--- src/rtl/ebsg_pkg.sv ---
// Shared types for the external bus width-adapting controller.
// Assumes: a 32-bit CPU word and at most four device cycles per access.
package ebsg_pkg;

    // Effective device port width of the current access.
    typedef enum logic [1:0] {
        PW_NONE = 2'd0,
        PW_8    = 2'd1,
        PW_16   = 2'd2,
        PW_32   = 2'd3
    } port_w_e;

    // Sequencer phases.
    typedef enum logic [2:0] {
        S_IDLE = 3'd0,
        S_ADDR = 3'd1,
        S_STRB = 3'd2,
        S_GAP  = 3'd3,
        S_DONE = 3'd4
    } seq_st_e;

endpackage

--- src/rtl/ebsg_decode.sv ---
// Window decoder: maps the high address bits to a device width and a
// one-hot chip select. Assumes three 64 MB windows from 0x1000_0000, with
// two selects per window chosen by the bit just above the device offset.
// In demultiplexed mode the data path is 16 bits, so 32-bit becomes 16-bit.
module ebsg_decode
    import ebsg_pkg::*;
#(
    parameter int NCS   = 6,
    parameter int OFF_W = 24
) (
    input  logic [31:OFF_W] addr_hi,
    input  logic            cfg_mux,
    output port_w_e         width,
    output logic            valid,
    output logic [NCS-1:0]  cs_sel
);
    localparam int IDX_W = $clog2(NCS);

    logic [1:0]       win;
    logic [IDX_W-1:0] cs_idx;
    logic             unused_hi;

    assign win       = addr_hi[27:26];
    assign valid     = (addr_hi[31:28] == 4'h1) && (win != 2'b11);
    assign cs_idx    = IDX_W'({win, addr_hi[OFF_W]});
    assign unused_hi = ^addr_hi[25:OFF_W+1];

    // Width selection from the window, narrowed in demultiplexed mode.
    always_comb begin
        width = PW_NONE;
        if (valid) begin
            unique case (win)
                2'b00:   width = cfg_mux ? PW_32 : PW_16;
                2'b01:   width = PW_16;
                default: width = PW_8;
            endcase
        end
    end

    // One-hot chip select per output position.
    for (genvar i = 0; i < NCS; i++) begin : g_cs
        assign cs_sel[i] = valid && (cs_idx == IDX_W'(i));
    end

endmodule

--- src/rtl/ebsg_lane.sv ---
// Lane steering: for the current cycle index, picks the write lanes,
// byte enables and the byte offset, and merges read lanes into the
// gathered word. Assumes narrow devices sit on the low byte lanes.
module ebsg_lane
    import ebsg_pkg::*;
#(
    parameter int DW = 32
) (
    input  port_w_e         width,
    input  logic [1:0]      beat,
    input  logic [DW-1:0]   wdata,
    input  logic [DW-1:0]   ad_i,
    input  logic [DW-1:0]   gather_q,
    output logic [DW-1:0]   lane_out,
    output logic [DW/8-1:0] be_n,
    output logic [2:0]      beat_off,
    output logic            last_beat,
    output logic [DW-1:0]   gather_next
);
    localparam int NL = DW / 8;

    // Write lane extraction and byte enables per width.
    always_comb begin
        lane_out = '0;
        be_n     = '1;
        beat_off = 3'd0;
        unique case (width)
            PW_32: begin
                lane_out = wdata;
                be_n     = '0;
            end
            PW_16: begin
                lane_out[15:0] = wdata[beat[0]*16 +: 16];
                be_n           = {{(NL-2){1'b1}}, 2'b00};
                beat_off       = {1'b0, beat[0], 1'b0};
            end
            PW_8: begin
                lane_out[7:0] = wdata[beat*8 +: 8];
                be_n          = {{(NL-1){1'b1}}, 1'b0};
                beat_off      = {1'b0, beat};
            end
            default: ;
        endcase
    end

    // Last cycle of the sequence for the current width.
    always_comb begin
        unique case (width)
            PW_16:   last_beat = beat[0];
            PW_8:    last_beat = (beat == 2'd3);
            default: last_beat = 1'b1;
        endcase
    end

    // Merge incoming lanes into their slot of the gathered word.
    always_comb begin
        gather_next = gather_q;
        unique case (width)
            PW_32:   gather_next = ad_i;
            PW_16:   gather_next[beat[0]*16 +: 16] = ad_i[15:0];
            PW_8:    gather_next[beat*8 +: 8] = ad_i[7:0];
            default: ;
        endcase
    end

endmodule

--- src/rtl/ebsg_seq.sv ---
// Cycle sequencer: walks address, strobe and recovery phases for each
// device cycle, counts wait cycles, and ends a strobe once the count is
// zero and the acknowledge is low. Assumes cfg_* stay stable during an access.
module ebsg_seq
    import ebsg_pkg::*;
#(
    parameter int WAIT_W = 4
) (
    input  logic              clk,
    input  logic              rst_n,
    input  logic              start,
    input  logic              valid,
    input  logic              cfg_mux,
    input  logic [WAIT_W-1:0] cfg_wait,
    input  logic              last_beat,
    input  logic              eb_ack_n,
    output seq_st_e           st,
    output logic [1:0]        beat,
    output logic              capture,
    output logic              done
);
    logic [WAIT_W-1:0] wcnt;
    logic              strobe_end;

    assign strobe_end = (st == S_STRB) && (wcnt == '0) && !eb_ack_n;
    assign capture    = strobe_end;
    assign done       = (st == S_DONE);

    // Phase, cycle-index and wait-count registers.
    always_ff @(posedge clk) begin
        if (!rst_n) begin
            st   <= S_IDLE;
            beat <= 2'd0;
            wcnt <= '0;
        end else begin
            unique case (st)
                S_IDLE: if (start) begin
                    beat <= 2'd0;
                    wcnt <= cfg_wait;
                    if (!valid)       st <= S_DONE;
                    else if (cfg_mux) st <= S_ADDR;
                    else              st <= S_STRB;
                end
                S_ADDR: begin
                    wcnt <= cfg_wait;
                    st   <= S_STRB;
                end
                S_STRB: begin
                    if (wcnt != '0) wcnt <= wcnt - 1'b1;
                    if (strobe_end) st <= last_beat ? S_DONE : S_GAP;
                end
                S_GAP: begin
                    beat <= beat + 2'd1;
                    wcnt <= cfg_wait;
                    st   <= cfg_mux ? S_ADDR : S_STRB;
                end
                default: st <= S_IDLE;
            endcase
        end
    end

endmodule

--- src/rtl/ebsg_ctrl.sv ---
// Top of the external bus width-adapting controller. Takes one 32-bit
// CPU access, latches it, and drives the device cycles that the window's
// width needs. Assumes a new request only arrives while idle.
module ebsg_ctrl
    import ebsg_pkg::*;
#(
    parameter int NCS    = 6,
    parameter int WAIT_W = 4,
    parameter int OFF_W  = 24,
    parameter int DW     = 32
) (
    input  logic              clk,
    input  logic              rst_n,
    input  logic              cfg_mux,
    input  logic [WAIT_W-1:0] cfg_wait,
    input  logic              cpu_req,
    input  logic              cpu_we,
    input  logic [31:0]       cpu_addr,
    input  logic [DW-1:0]     cpu_wdata,
    output logic [DW-1:0]     cpu_rdata,
    output logic              cpu_ready,
    output logic [NCS-1:0]    eb_cs_n,
    output logic [DW/8-1:0]   eb_be_n,
    output logic              eb_ale,
    output logic              eb_rd_n,
    output logic              eb_wr_n,
    input  logic              eb_ack_n,
    output logic [OFF_W-1:0]  eb_addr,
    output logic [DW-1:0]     eb_ad_o,
    output logic              eb_ad_oe,
    input  logic [DW-1:0]     eb_ad_i
);
    localparam int NL = DW / 8;

    port_w_e        dec_width, width_q;
    logic           dec_valid, valid_q;
    logic [NCS-1:0] dec_cs, cs_q;
    logic           we_q;
    logic [31:2]    base_q;
    logic [DW-1:0]  wd_q, gather_q, gather_next, lane_out;
    logic [NL-1:0]  lane_be_n;
    logic [2:0]     beat_off;
    logic           last_beat, capture, done, start, active;
    logic [1:0]     beat;
    seq_st_e        st;
    logic [31:0]    beat_addr;
    logic           unused_lo;

    assign unused_lo = ^{cpu_addr[1:0], valid_q};

    ebsg_decode #(.NCS(NCS), .OFF_W(OFF_W)) u_dec (
        .addr_hi (cpu_addr[31:OFF_W]),
        .cfg_mux (cfg_mux),
        .width   (dec_width),
        .valid   (dec_valid),
        .cs_sel  (dec_cs)
    );

    ebsg_lane #(.DW(DW)) u_lane (
        .width       (width_q),
        .beat        (beat),
        .wdata       (wd_q),
        .ad_i        (eb_ad_i),
        .gather_q    (gather_q),
        .lane_out    (lane_out),
        .be_n        (lane_be_n),
        .beat_off    (beat_off),
        .last_beat   (last_beat),
        .gather_next (gather_next)
    );

    ebsg_seq #(.WAIT_W(WAIT_W)) u_seq (
        .clk       (clk),
        .rst_n     (rst_n),
        .start     (start),
        .valid     (dec_valid),
        .cfg_mux   (cfg_mux),
        .cfg_wait  (cfg_wait),
        .last_beat (last_beat),
        .eb_ack_n  (eb_ack_n),
        .st        (st),
        .beat      (beat),
        .capture   (capture),
        .done      (done)
    );

    assign start = cpu_req && (st == S_IDLE);

    // Latch the access and its decoded attributes at acceptance.
    always_ff @(posedge clk) begin
        if (!rst_n) begin
            we_q    <= 1'b0;
            base_q  <= '0;
            wd_q    <= '0;
            width_q <= PW_NONE;
            valid_q <= 1'b0;
            cs_q    <= '0;
        end else if (start) begin
            we_q    <= cpu_we;
            base_q  <= cpu_addr[31:2];
            wd_q    <= cpu_wdata;
            width_q <= dec_width;
            valid_q <= dec_valid;
            cs_q    <= dec_cs;
        end
    end

    // Gathered read word, cleared per access and filled per cycle.
    always_ff @(posedge clk) begin
        if (!rst_n)                 gather_q <= '0;
        else if (start)             gather_q <= '0;
        else if (capture && !we_q)  gather_q <= gather_next;
    end

    assign beat_addr = {base_q, 2'b00} + {29'd0, beat_off};
    assign active    = (st == S_ADDR) || (st == S_STRB);

    // Pin drive from the current phase.
    always_comb begin
        eb_cs_n  = active ? ~cs_q : '1;
        eb_be_n  = active ? lane_be_n : '1;
        eb_ale   = (st == S_ADDR);
        eb_rd_n  = !((st == S_STRB) && !we_q);
        eb_wr_n  = !((st == S_STRB) && we_q);
        eb_addr  = active ? beat_addr[OFF_W-1:0] : '0;
        eb_ad_oe = (st == S_ADDR) || ((st == S_STRB) && we_q);
        if (st == S_ADDR)              eb_ad_o = DW'(beat_addr);
        else if (st == S_STRB && we_q) eb_ad_o = lane_out;
        else                           eb_ad_o = '0;
    end

    assign cpu_ready = done;
    assign cpu_rdata = gather_q;

endmodule

--- config.mk ---
export PLATFORM = sky130hd
export DESIGN_NAME = ebsg_ctrl
export DESIGN_NICKNAME = d
export VERILOG_FILES = /design/src/rtl/ebsg_pkg.sv /design/src/rtl/ebsg_decode.sv /design/src/rtl/ebsg_lane.sv /design/src/rtl/ebsg_seq.sv /design/src/rtl/ebsg_ctrl.sv
export SDC_FILE = /design/constraint.sdc
export NUM_CORES = 1
export LEC_CHECK = 0
export BUFFER_PORTS_ARGS = -buffer_cell sky130_fd_sc_hd__buf_2
export CORE_MARGIN = 2
export CORE_UTILIZATION = 50
export CTS_CLUSTER_DIAMETER = 150
export CTS_CLUSTER_SIZE = 28
export DETAILED_ROUTE_END_ITERATION = 10
export PLACE_DENSITY = 0.83
export SLEW_MARGIN = 15
export SYNTH_ARGS = -nofsm -noshare
export SYNTH_HDL_FRONTEND = slang
export SYNTH_SLANG_ARGS = --single-unit
--- constraint.sdc ---
create_clock -name clk -period 2.4 [get_ports clk]
set_input_delay 0.12 -clock clk [delete_from_list [all_inputs] [get_ports clk]]
set_output_delay 0.12 -clock clk [all_outputs]
set_load 0.01 [all_outputs]
==> results by group <==
Outcome
  • Outcome: completed

Worst setup path
  • Crit-path max cell delay: 0.40 ns
  • R2R Setup Slk: about 0.23 ns
  • Crit path kind: flip-flop to output port
  • CP Cell Sequence: buf_4, nand4bb_1, or2_2, nor2_4, a211o_1, buf_2
  • Worst Setup Start Kind: flip-flop
  • Critical path's slowest cell: or2_2
  • Critical path required time: between 2 and 2.5 ns
  • Type of destination of the critical path: output port
  • Critical Path AT: 2.14 ns
  • Peak fanout along the critical path: 9

Timing
  • Final Critical Period: ~2.3 ns
  • RSZ-0062 raised after global routing: false
  • Fmax: about 0.44 GHz
  • Worst-Margin Slew: ~0.8 ns
  • Setup TNS: 0 ns
  • Final WS setup: between 0.1 and 0.15 ns
  • Setup Viol. Count Final: 0
  • Slew HR: 0.473
  • Slew Limit Fails: 0
  • Worst Skew: ~0.011 ns
  • Final hold vios: 0
  • Final cycle utilization of the critical path: 0.941

Routing
  • Vias/cell: just under 6
  • Routed length on met1: roughly 8000 um
  • Routed WL: roughly 18,000 um
  • Avg WL per Cell: between 15 and 20 um
  • Drt pass-1 iters: 5
  • Routed Antenna Nets: 0
  • Iter 0 DRT Violations: 757
  • Wire length on met3: 1680 um
  • Highest Signal Layer: met4
  • Routed wl met2: 8590 um
  • DRC: 0
  • Routed vias: around 6,300

Global route
  • Grt ovf: 0
  • First-pass GRT wire length: roughly 29,000 um
  • Largest net degree at the start of global routing: 58
  • GR Util All Layers: 0.285
  • Vias in the first global route: between 5,000 and 6,000
  • Initial antenna violation count: 0

Pwr
  • Combinational Power Share: 0.106
  • Switching Power: approximately 0.0011 W
  • Sw frac: 0.270
  • Power density cells: between 500 and 600 mW/mm2
  • IR drop worst, VDD: 0.404 mV
  • Seq pwr share: 0.509
  • Leakage: between 3 and 4 nW
  • Internal: about 0.0029 W
  • Clock power share: 0.385

Floorplan
  • Area of the core: about 0.011 mm2
  • Initial Utilization: 0.508
  • Site row count: 39
  • Die height: about 110 um
  • Number of top-level pins: roughly 210
  • Die ar.: approximately 0.012 mm2
  • Die Wd: roughly 110 um

Place
  • DP Worst Slack: 0.258 ns
  • IO Port Bufs: a little over 200
  • GPL Wtd Cong: between 0.8 and 0.9
  • Placement Cell Area: roughly 0.0070 mm2
  • Post-DP HPWL: between 10,000 and 15,000 um

Yosys
  • Sequential cell area fraction in the yosys report: 0.388
  • Mapped Cells: between 700 and 800
  • Avg Cell Area, Syn: 7.89 um2
  • Warnings from Yosys: 0
  • Main flop type after synthesis: dfxtp_1
  • Post-synth ARST share: 0
  • Mapped Area: 0.00578 mm2
  • Synth Register Bits: ~110
  • Post-Syn Nets: between 800 and 900
  • Post-synth EDFFs: 0
  • Synth cell types: 63

Final layout
  • Post-Route Utilization: 0.654
  • Antenna cell count: 0
  • Layout area overhead: 28.8%
  • Layout cells sized above 1: 0.299
  • Final Net Count: 1,053
  • Commonest non-fill, non-tap cell in the layout: buf_2
  • Final Instance Area: between 0.007 and 0.008 mm2
  • Most frequent cells in the layout: 206 x buf_2, 187 x nand2_1, 110 x dfxtp_1
  • Fillers: between 900 and 1,000

Job
  • Max_cap viols: 0

Clock tree
  • # H-tree levels: 3
  • Worst-skew pair later-pin latency: roughly 0.35 ns
  • TritonCTS clock tree: done
  • Clk root buf: clkbuf_16
  • CTS buffer count: 9
  • Clock-pin slew on the worst setup and hold paths: ~0.080 ns
  • Clock sink count: 112
  • Clock Path Buffers: 2

Worst hold path
  • Min-Delay Path Class: input port to flip-flop
[power groups by stage]
stage | Clock [W] | Combinational [W] | Sequential [W]
final | 0.00151 | 0.000416 | 0.00200
after global routing | 0.00161 | 0.000457 | 0.00201
after CTS | 0.00152 | 0.000409 | 0.00199
after detailed placement | 0 | 0.000387 | 0.00204
after global placement | 0 | 0.000382 | 0.00204
after floorplan | 0 | 0.000232 | 0.00201
[Yosys cell counts, types with 4 or more instances]
| cell type | count | share of area |
|---|---|---|
| o2bb2ai_1 | 8 | 0.012 |
| nor2_1 | 25 | 0.016 |
| a221o_1 | 7 | 0.012 |
| a22o_1 | 25 | 0.038 |
| nor2b_1 | 5 | 0.0054 |
| nand3_1 | 6 | 0.0052 |
| a221oi_1 | 16 | 0.024 |
| nand2_1 | 187 | 0.12 |
| nor3_1 | 5 | 0.0043 |
| buf_2 | 23 | 0.020 |
| mux2_2 | 8 | 0.016 |
| clkbuf_1 | 26 | 0.017 |
| a22oi_1 | 16 | 0.021 |
| dfxtp_1 | 112 | 0.39 |
| nand2b_1 | 6 | 0.0065 |
| o211ai_1 | 9 | 0.012 |
| and2_1 | 26 | 0.028 |
| o21ai_0 | 29 | 0.025 |
| o31ai_1 | 18 | 0.023 |
| a21oi_1 | 82 | 0.071 |
| ha_1 | 13 | 0.028 |
| o21ai_1 | 4 | 0.0035 |
| inv_1 | 17 | 0.011 |
[what timing repair did]
action / 4_1_cts / 5_1_grt
hold buffers: 15 / 0
setup buffers: 0 / 0
endpoints found under the setup margin: 7 / 18
endpoints found under the hold margin: 15 / 0
resized for setup: 1 / 12
[cell type report]
cell class	count	area, um2	area share
Multi-Input combinational cell	545	3260	0.438
Clock inverter	6	60.1	0.00807
Timing Repair Buffer	246	1390	0.186
Tap cell	143	179	0.0241
Sequential cell	112	2240	0.302
Inverter	20	75.1	0.0101
Clock buffer	10	239	0.0321
[flip-flops by register name, summed over array words and instances (netlist names)]
register and count:
cpu_rdata 32, u_seq.beat 2, width_q 2, u_seq.st 3, cs_q 6, wd_q 32, we_q 1, u_seq.wcnt 4
base_q 30
[path summary, 6_finish.rpt]
check,startpoint,to,cells after the start
setup reg to reg,u_seq.beat[1],cpu_rdata[7],6
hold / removal,cpu_addr[8],base_q[8],3
setup / recovery,u_seq.st[0],eb_ad_o[1],6
hold reg to reg,cs_q[2],cs_q[2],2
[cells by family (layout without fill, tap and decap cells)]
group	after synthesis	after routing	synth area share
buffers and inverters	75	282	0.0552
DFF	112	112	0.388
and+or+nand+nor	289	289	0.236
muxes	9	9	0.0173
AOI/OAI and AO/OA	234	234	0.275
adders and majority gates	13	13	0.0282
[per-stage QoR]
| step | hold WS [ns] | std cells | power [W] |
|---|---|---|---|
| 6_report | 0.00488 | 1082 | 0.00392 |
| 5_1_grt | 0.00505 | 1082 | 0.00407 |
| 2_1_floorplan | 0.216 | 732 | 0.00225 |
| 4_1_cts | 0.0000383 | 1082 | 0.00393 |
| 3_5_place_dp | 0.366 | 1051 | 0.00243 |
| 3_3_place_gp | 0.362 | 1051 | 0.00242 |
[critical path: cells and delay by family, from the launching register on]
| family | cells | cell delay [ns] |
|---|---|---|
| AOI/OAI and AO/OA | 1 | 0.20 |
| buffers and inverters | 2 | 0.35 |
| and+or+nand+nor | 3 | 0.85 |
| DFF | 1 | 0.38 |
[per-layer routing]
| metal | track usage | vias to the layer above |
|---|---|---|
| met1 | 0.386 | 2909 |
| li1 | - | 2999 |
| met5 | 0 | - |
| met3 | 0.0610 | 38 |
| met4 | 0.0955 | 0 |
| met2 | 0.457 | 375 |
Note: power is estimated with default switching activity, not from simulation.
